**src/rtl/adt_pkg.sv**
```systemverilog
package adt_pkg;
  function automatic int count_set(input logic [31:0] m);
    int c;
    c = 0;
    for (int i = 0; i < 32; i++) c += int'(m[i]);
    return c;
  endfunction
endpackage

```
**src/rtl/adt_leaf.sv**
```systemverilog
module adt_leaf #(
  parameter int IN_W    = 8,
  parameter int OUT_W   = 11,
  parameter int SHIFT   = 0,
  parameter bit PRESENT = 1'b1
) (
  input  logic signed [IN_W-1:0]  term,
  output logic signed [OUT_W-1:0] y
);
  logic signed [OUT_W-1:0] ext;
  assign ext = {{(OUT_W-IN_W){term[IN_W-1]}}, term};
  assign y   = PRESENT ? (ext <<< SHIFT) : '0;
endmodule

```
**src/rtl/adt_node.sv**
```systemverilog
module adt_node #(
  parameter int IN_W   = 11,
  parameter bit L_PRES = 1'b1,
  parameter bit R_PRES = 1'b1,
  parameter bit SUB    = 1'b0
) (
  input  logic signed [IN_W-1:0] a,
  input  logic signed [IN_W-1:0] b,
  output logic signed [IN_W:0]   y
);
  logic signed [IN_W:0] ax, bx;
  assign ax = {a[IN_W-1], a};
  assign bx = {b[IN_W-1], b};

  always_comb begin
    if (!L_PRES)      y = bx;
    else if (!R_PRES) y = ax;
    else if (SUB)     y = ax - bx;
    else              y = ax + bx;
  end
endmodule

```
**src/rtl/adt_stage.sv**
```systemverilog
module adt_stage #(
  parameter int W   = 12,
  parameter bit REG = 1'b1
) (
  input  logic         clk,
  input  logic         en,
  input  logic [W-1:0] d,
  output logic [W-1:0] q
);
  if (REG) begin : g_reg
    always_ff @(posedge clk) begin
      if (en) q <= d;
    end
  end else begin : g_wire
    logic unused_ok;
    assign unused_ok = &{1'b0, clk, en};
    assign q = d;
  end
endmodule

```
**src/rtl/adt_reducer.sv**
```systemverilog
module adt_reducer #(
  parameter int IN_W       = 8,
  parameter int N_TERMS    = 5,
  parameter int LEVELS     = 3,
  parameter int MAX_SHIFT  = 3,
  parameter int LEAF_MAP   [2**LEVELS] = '{1, 0, 2, -1, 3, 4, -1, -1},
  parameter int TERM_SHIFT [N_TERMS]   = '{0, 1, 2, 3, 0},
  parameter logic [N_TERMS-1:0] TERM_NEG = 5'b10110,
  parameter logic [LEVELS-1:0]  REG_MASK = 3'b101
) (
  input  logic                                   clk,
  input  logic                                   rst_n,
  input  logic                                   in_valid,
  output logic                                   in_ready,
  input  logic [N_TERMS*IN_W-1:0]                in_terms,
  output logic                                   out_valid,
  input  logic                                   out_ready,
  output logic signed [IN_W+MAX_SHIFT+LEVELS-1:0] out_sum,
  output logic                                   out_neg
);
  import adt_pkg::*;

  localparam int SLOTS  = 2**LEVELS;
  localparam int BASE_W = IN_W + MAX_SHIFT;
  localparam int OUT_W  = BASE_W + LEVELS;
  localparam int LAT    = count_set(32'(REG_MASK));

  function automatic bit slot_present(input int lvl, input int idx);
    for (int s = idx << lvl; s < ((idx + 1) << lvl); s++)
      if (LEAF_MAP[s] >= 0) return 1'b1;
    return 1'b0;
  endfunction

  function automatic bit slot_neg(input int lvl, input int idx);
    for (int s = idx << lvl; s < ((idx + 1) << lvl); s++)
      if (LEAF_MAP[s] >= 0) return TERM_NEG[LEAF_MAP[s]];
    return 1'b0;
  endfunction

  logic adv;
  assign adv      = out_ready || !out_valid;
  assign in_ready = adv;

  for (genvar k = 0; k <= LEVELS; k++) begin : lvl
    localparam int W  = BASE_W + k;
    localparam int NN = SLOTS >> k;
    logic signed [W-1:0] v [NN];
    logic                vo;

    if (k == 0) begin : g_leaf
      assign vo = in_valid;
      for (genvar i = 0; i < NN; i++) begin : g_slot
        localparam bit PRES = (LEAF_MAP[i] >= 0);
        localparam int TI   = PRES ? LEAF_MAP[i] : 0;
        localparam int SH   = PRES ? TERM_SHIFT[TI] : 0;
        logic signed [IN_W-1:0] t;
        assign t = PRES ? in_terms[TI*IN_W +: IN_W] : '0;
        adt_leaf #(.IN_W(IN_W), .OUT_W(W), .SHIFT(SH), .PRESENT(PRES)) u_leaf (
          .term(t), .y(v[i])
        );
      end
    end else begin : g_node
      if (REG_MASK[k-1]) begin : g_vreg
        always_ff @(posedge clk or negedge rst_n) begin
          if (!rst_n)   vo <= 1'b0;
          else if (adv) vo <= lvl[k-1].vo;
        end
      end else begin : g_vwire
        assign vo = lvl[k-1].vo;
      end
      for (genvar i = 0; i < NN; i++) begin : g_op
        localparam bit LP  = slot_present(k-1, 2*i);
        localparam bit RP  = slot_present(k-1, 2*i+1);
        localparam bit SUB = LP && RP && (slot_neg(k-1, 2*i) != slot_neg(k-1, 2*i+1));
        logic signed [W-1:0] sum;
        adt_node #(.IN_W(W-1), .L_PRES(LP), .R_PRES(RP), .SUB(SUB)) u_node (
          .a(lvl[k-1].v[2*i]), .b(lvl[k-1].v[2*i+1]), .y(sum)
        );
        adt_stage #(.W(W), .REG(REG_MASK[k-1])) u_stage (
          .clk(clk), .en(adv), .d(sum), .q(v[i])
        );
      end
    end
  end

  assign out_valid = lvl[LEVELS].vo;
  assign out_sum   = lvl[LEVELS].v[0];
  assign out_neg   = slot_neg(LEVELS, 0);
endmodule

```
**config.mk**
```make
export PLATFORM = sky130hd
export DESIGN_NAME = adt_reducer
export DESIGN_NICKNAME = d
export VERILOG_FILES = /design/src/rtl/adt_pkg.sv /design/src/rtl/adt_leaf.sv /design/src/rtl/adt_node.sv /design/src/rtl/adt_stage.sv /design/src/rtl/adt_reducer.sv
export SDC_FILE = /design/constraint.sdc
export NUM_CORES = 1
export LEC_CHECK = 0
export ABC_AREA = 1
export BUFFER_PORTS_ARGS = -buffer_cell sky130_fd_sc_hd__buf_2
export CAP_MARGIN = 10
export CORE_ASPECT_RATIO = 1.5
export CORE_MARGIN = 2
export CORE_UTILIZATION = 40
export DETAILED_ROUTE_END_ITERATION = 10
export GPL_TIMING_DRIVEN = 0
export HOLD_SLACK_MARGIN = 0.03
export PLACE_DENSITY_LB_ADDON = 0.3
export SYNTH_ARGS = -nofsm -noshare
export SYNTH_HDL_FRONTEND = slang
export SYNTH_SLANG_ARGS = --single-unit
```
**constraint.sdc**
```tcl
create_clock -name clk -period 2.1 [get_ports clk]
set_input_delay 0.21 -clock clk [delete_from_list [all_inputs] [get_ports clk]]
set_output_delay 0.21 -clock clk [all_outputs]
set_load 0.1 [all_outputs]
```
==> results.tsv <==
stage	metric	value	unit
outcome	status	finished, final reports clean	
synthesis	post-synthesis simple-gate area fraction	21.6	%
grt	Total GRT Usage	14.9	%
detailed_routing	drc violations	0	
finish	post-route cell area	0.00426	mm2
synthesis	post-synthesis net count	492	
sta	unrepaired setup endpoints after global routing	yes	
finish	multi-input logic area	0.00187	mm2
grt	vias in the first global route	2582	
critical_path	worst-path maximum fanout	4	
sta	final max-slew violation count	0	
placed_design	placed cells	572	
synthesis	Adder-Cell Fraction of Synth Area	18.3	%
floorplanning	die area	0.00918	mm2
sta	Hold Violations, Final	0	
placed_design	HPWL after DPL	4.93	mm
grt	largest net degree at the start of global routing	48	
finish	storage element area	0.00134	mm2
sta	Fmax	493	MHz
synthesis	Syn Inst Count	406	
clock_network	htree depth	2	
critical_path	critical path capture point type	flop	
finish	layout cells sized above 1	26.7	%
critical_path	Critical Path RT	2.15	ns
detailed_routing	number of routed nets with antenna violations	0	
placed_design	port buffer count	59	
critical_path	r2r worst-path depth	8	
synthesis	largest family of logic cells by synthesized area	simple AND/OR/NAND/NOR gates	
detailed_routing	initial DRC count	156	
detailed_routing	Wirelength per Cell	11.1	um
floorplanning	area of the core region	0.00831	mm2
clock_network	Root Buffer	clkbuf_16	
synthesis	Netlist cell types	22	
clock_network	Reg clk slew, reported paths	0.06	ns
critical_path	crit path DAT	2.07	ns
clock_network	clock tree from TritonCTS	built	
sta	final setup violation count	0	
worst_hold_path	Min-Delay Path Depth	1	
finish	fill count	793	
synthesis	Compound-Gate Fraction of Synth Area	3.49	%
finish	final core utilization	51.2	%
finish	nets	564	
worst_hold_path	HP Class	in2reg	
synthesis	synthesized cell area	0.00337	mm2
clock_network	TritonCTS Buffers	5	
grt	gr ovfl total	0	
sta	Rel. slew slack	60.0	%
synthesis	register area share after synthesis	39.9	%
detailed_routing	drt pass-1 iters	5	
sta	minimum clock period	2.03	ns
synthesis	flops & latches, synth	45	
clock_network	CTS sink count	45	
synthesis	XOR/XNOR Fraction of Synth Area	4.68	%
floorplanning	Die Height	116	um
detailed_routing	number of vias per cell	4.66	
clock_network	Clock Tree Buf Depth	2	
clock_network	worst skew pair latency	0.29	ns
detailed_routing	highest routed layer	met4	
critical_path	WS Path Type	reg2reg	
grt	first-pass GRT wire length	10.7	mm
placed_design	Placed Area	0.00380	mm2
floorplanning	Starting Density	40.5	%
pwr	Max VDD drop	0.000936	V
critical_path	Worst setup SP type	flop	
detailed_routing	DR WL met3	216	um
sta	Worst-Margin Slew	0.600	ns
synthesis	mux cell area share after synthesis	0	%
pwr	pwr dens	1330	mW/mm2
detailed_routing	drt total wl	6.49	mm
detailed_routing	wire length on met1	2.39	mm
placed_design	global placer's final weighted congestion	0.889	
synthesis	Ys Warns	0	
detailed_routing	routed vias	2733	
run	max cap viols	0	
sta	Final period util	96.6	%
synthesis	post-synthesis average cell area	8.29	um2
sta	clock skew	0.00236	ns
finish	Syn-to-layout area delta	26.5	%
grt	initial antenna violation count	0	
floorplanning	I/O pin total	61	
pwr	cell leakage power	2.23	nW
finish	final instance count without filler cells	586	
floorplanning	DIE WIDTH	78.9	um
floorplanning	Row Count	41	
detailed_routing	routed wl met2	3.68	mm
finish	Antenna diodes	0	
layout make-up:
type	instances	area share [%]
Clock inverter	2	0.911
Multi-Input combinational cell	256	43.9
Buffer	2	0.353
Inverter	103	9.08
Clock buffer	6	3.03
Sequential cell	45	31.5
Timing Repair Buffer	65	8.05
Tap cell	107	3.14
sequential cells by signal, indices dropped and copies added, names as in the netlist:
signal                     count
lvl.g_node.g_op.u_stage.q     43
lvl.vo                         1
out_valid                      1
cell families after synthesis:
kind of cell / count (synthesis)
compound gates: 20
xor+xnor: 18
fa+ha+maj: 42
buf+inv: 105
flops: 45
other cells: 1
simple gates: 175
worst max-delay path, cell delays in order (launching register included):
cell and delay, ns:
edfxtp_1 0.39, fa_1 0.52, fa_2 0.42, nand2_1 0.08, nand3_1 0.10, nand3_2 0.10
nand2_1 0.06, nand2_1 0.06, nand2_1 0.05
through the flow:
stage	total power [W]	setup WS (ns)	setup TNS [ns]	hold slack, ns
after floorplan	0.00372	0.0680	0	-0.0856
after global placement	0.00412	-0.0586	-0.144	-0.00493
after detailed placement	0.00416	-0.0837	-0.283	-0.00377
after CTS	0.00521	0.00317	0	0.0872
after global routing	0.00604	-0.0348	-0.0714	0.0856
final	0.00566	0.0720	0	0.0928
synth_stat cells:
master    number  area share (%)
o21ai_0        2            0.30
xor2_1        13             3.4
nand3_1       27             4.0
o21bai_1       3            0.67
nor2_2         1            0.19
nand2_2        2            0.37
nand4_1        6             1.1
a21oi_1       13             1.9
o21bai_2       1            0.33
buf_4          2            0.45
or2_2          1            0.19
ha_1          30              11
nand3_2        2            0.59
fa_1          12             7.1
xnor2_1        5             1.3
nand2_1      114              13
nor2_1        22             2.5
dfrtp_1        2             1.5
o21ai_2        1            0.26
conb_1         1            0.11
edfxtp_1      43              38
inv_1        103              11
placed cells by master, fill, tap and decap left out, drive strengths merged:
master,n
clkinv,1
a21oi,13
nand4,6
buf,66
nor2,23
edfxtp,43
fa,12
dlygate4sd3,1
clkbuf,6
o21ai,3
ha,30
conb,1
bufinv,1
nand2,116
xor2,13
o21bai,4
xnor2,5
inv,103
nand3,29
dfrtp,2
or2,1
repair_timing:
action,in CTS,in global routing
resized for setup,10,45
endpoints found under the setup margin,6,7
pin swaps,2,22
buffers inserted,1,4
hold endpoints to repair,2,0
hold buffers,1,0
where the power goes:
group | total, W | internal, W | switching (W)
clock | 0.000881 | 0.000563 | 0.000317
sequential | 0.00138 | 0.00132 | 0.0000606
combinational | 0.00339 | 0.00106 | 0.00233
total | 0.00566 | 0.00295 | 0.00271
layer usage:
layer  vias to the layer above  global-route usage [%]
met4                         0                    8.16
met1                      1266                    14.8
met3                        13                    2.55
met2                        56                    29.1
li1                       1398                       -
met5                         -                       0
path summary, 6_finish.rpt:
path	startpoint	endpoint	slack (ns)
min	in_terms[17]	lvl[1].g_node.g_op[1].u_stage.q[3]$_DFFE_PP_	0.09
max reg2reg	lvl[1].g_node.g_op[0].u_stage.q[2]$_DFFE_PP_	lvl[3].g_node.g_op[0].u_stage.q[9]$_DFFE_PP_	0.07
max in group asynchronous	rst_n	lvl[1].vo$_DFFE_PN0P_	1.77
max	lvl[1].g_node.g_op[0].u_stage.q[2]$_DFFE_PP_	lvl[3].g_node.g_op[0].u_stage.q[9]$_DFFE_PP_	0.07
min reg2reg	lvl[1].vo$_DFFE_PN0P_	out_valid$_DFFE_PN0P_	0.46
min in group asynchronous	rst_n	out_valid$_DFFE_PN0P_	0.24
(Power assumes the default switching activity.)
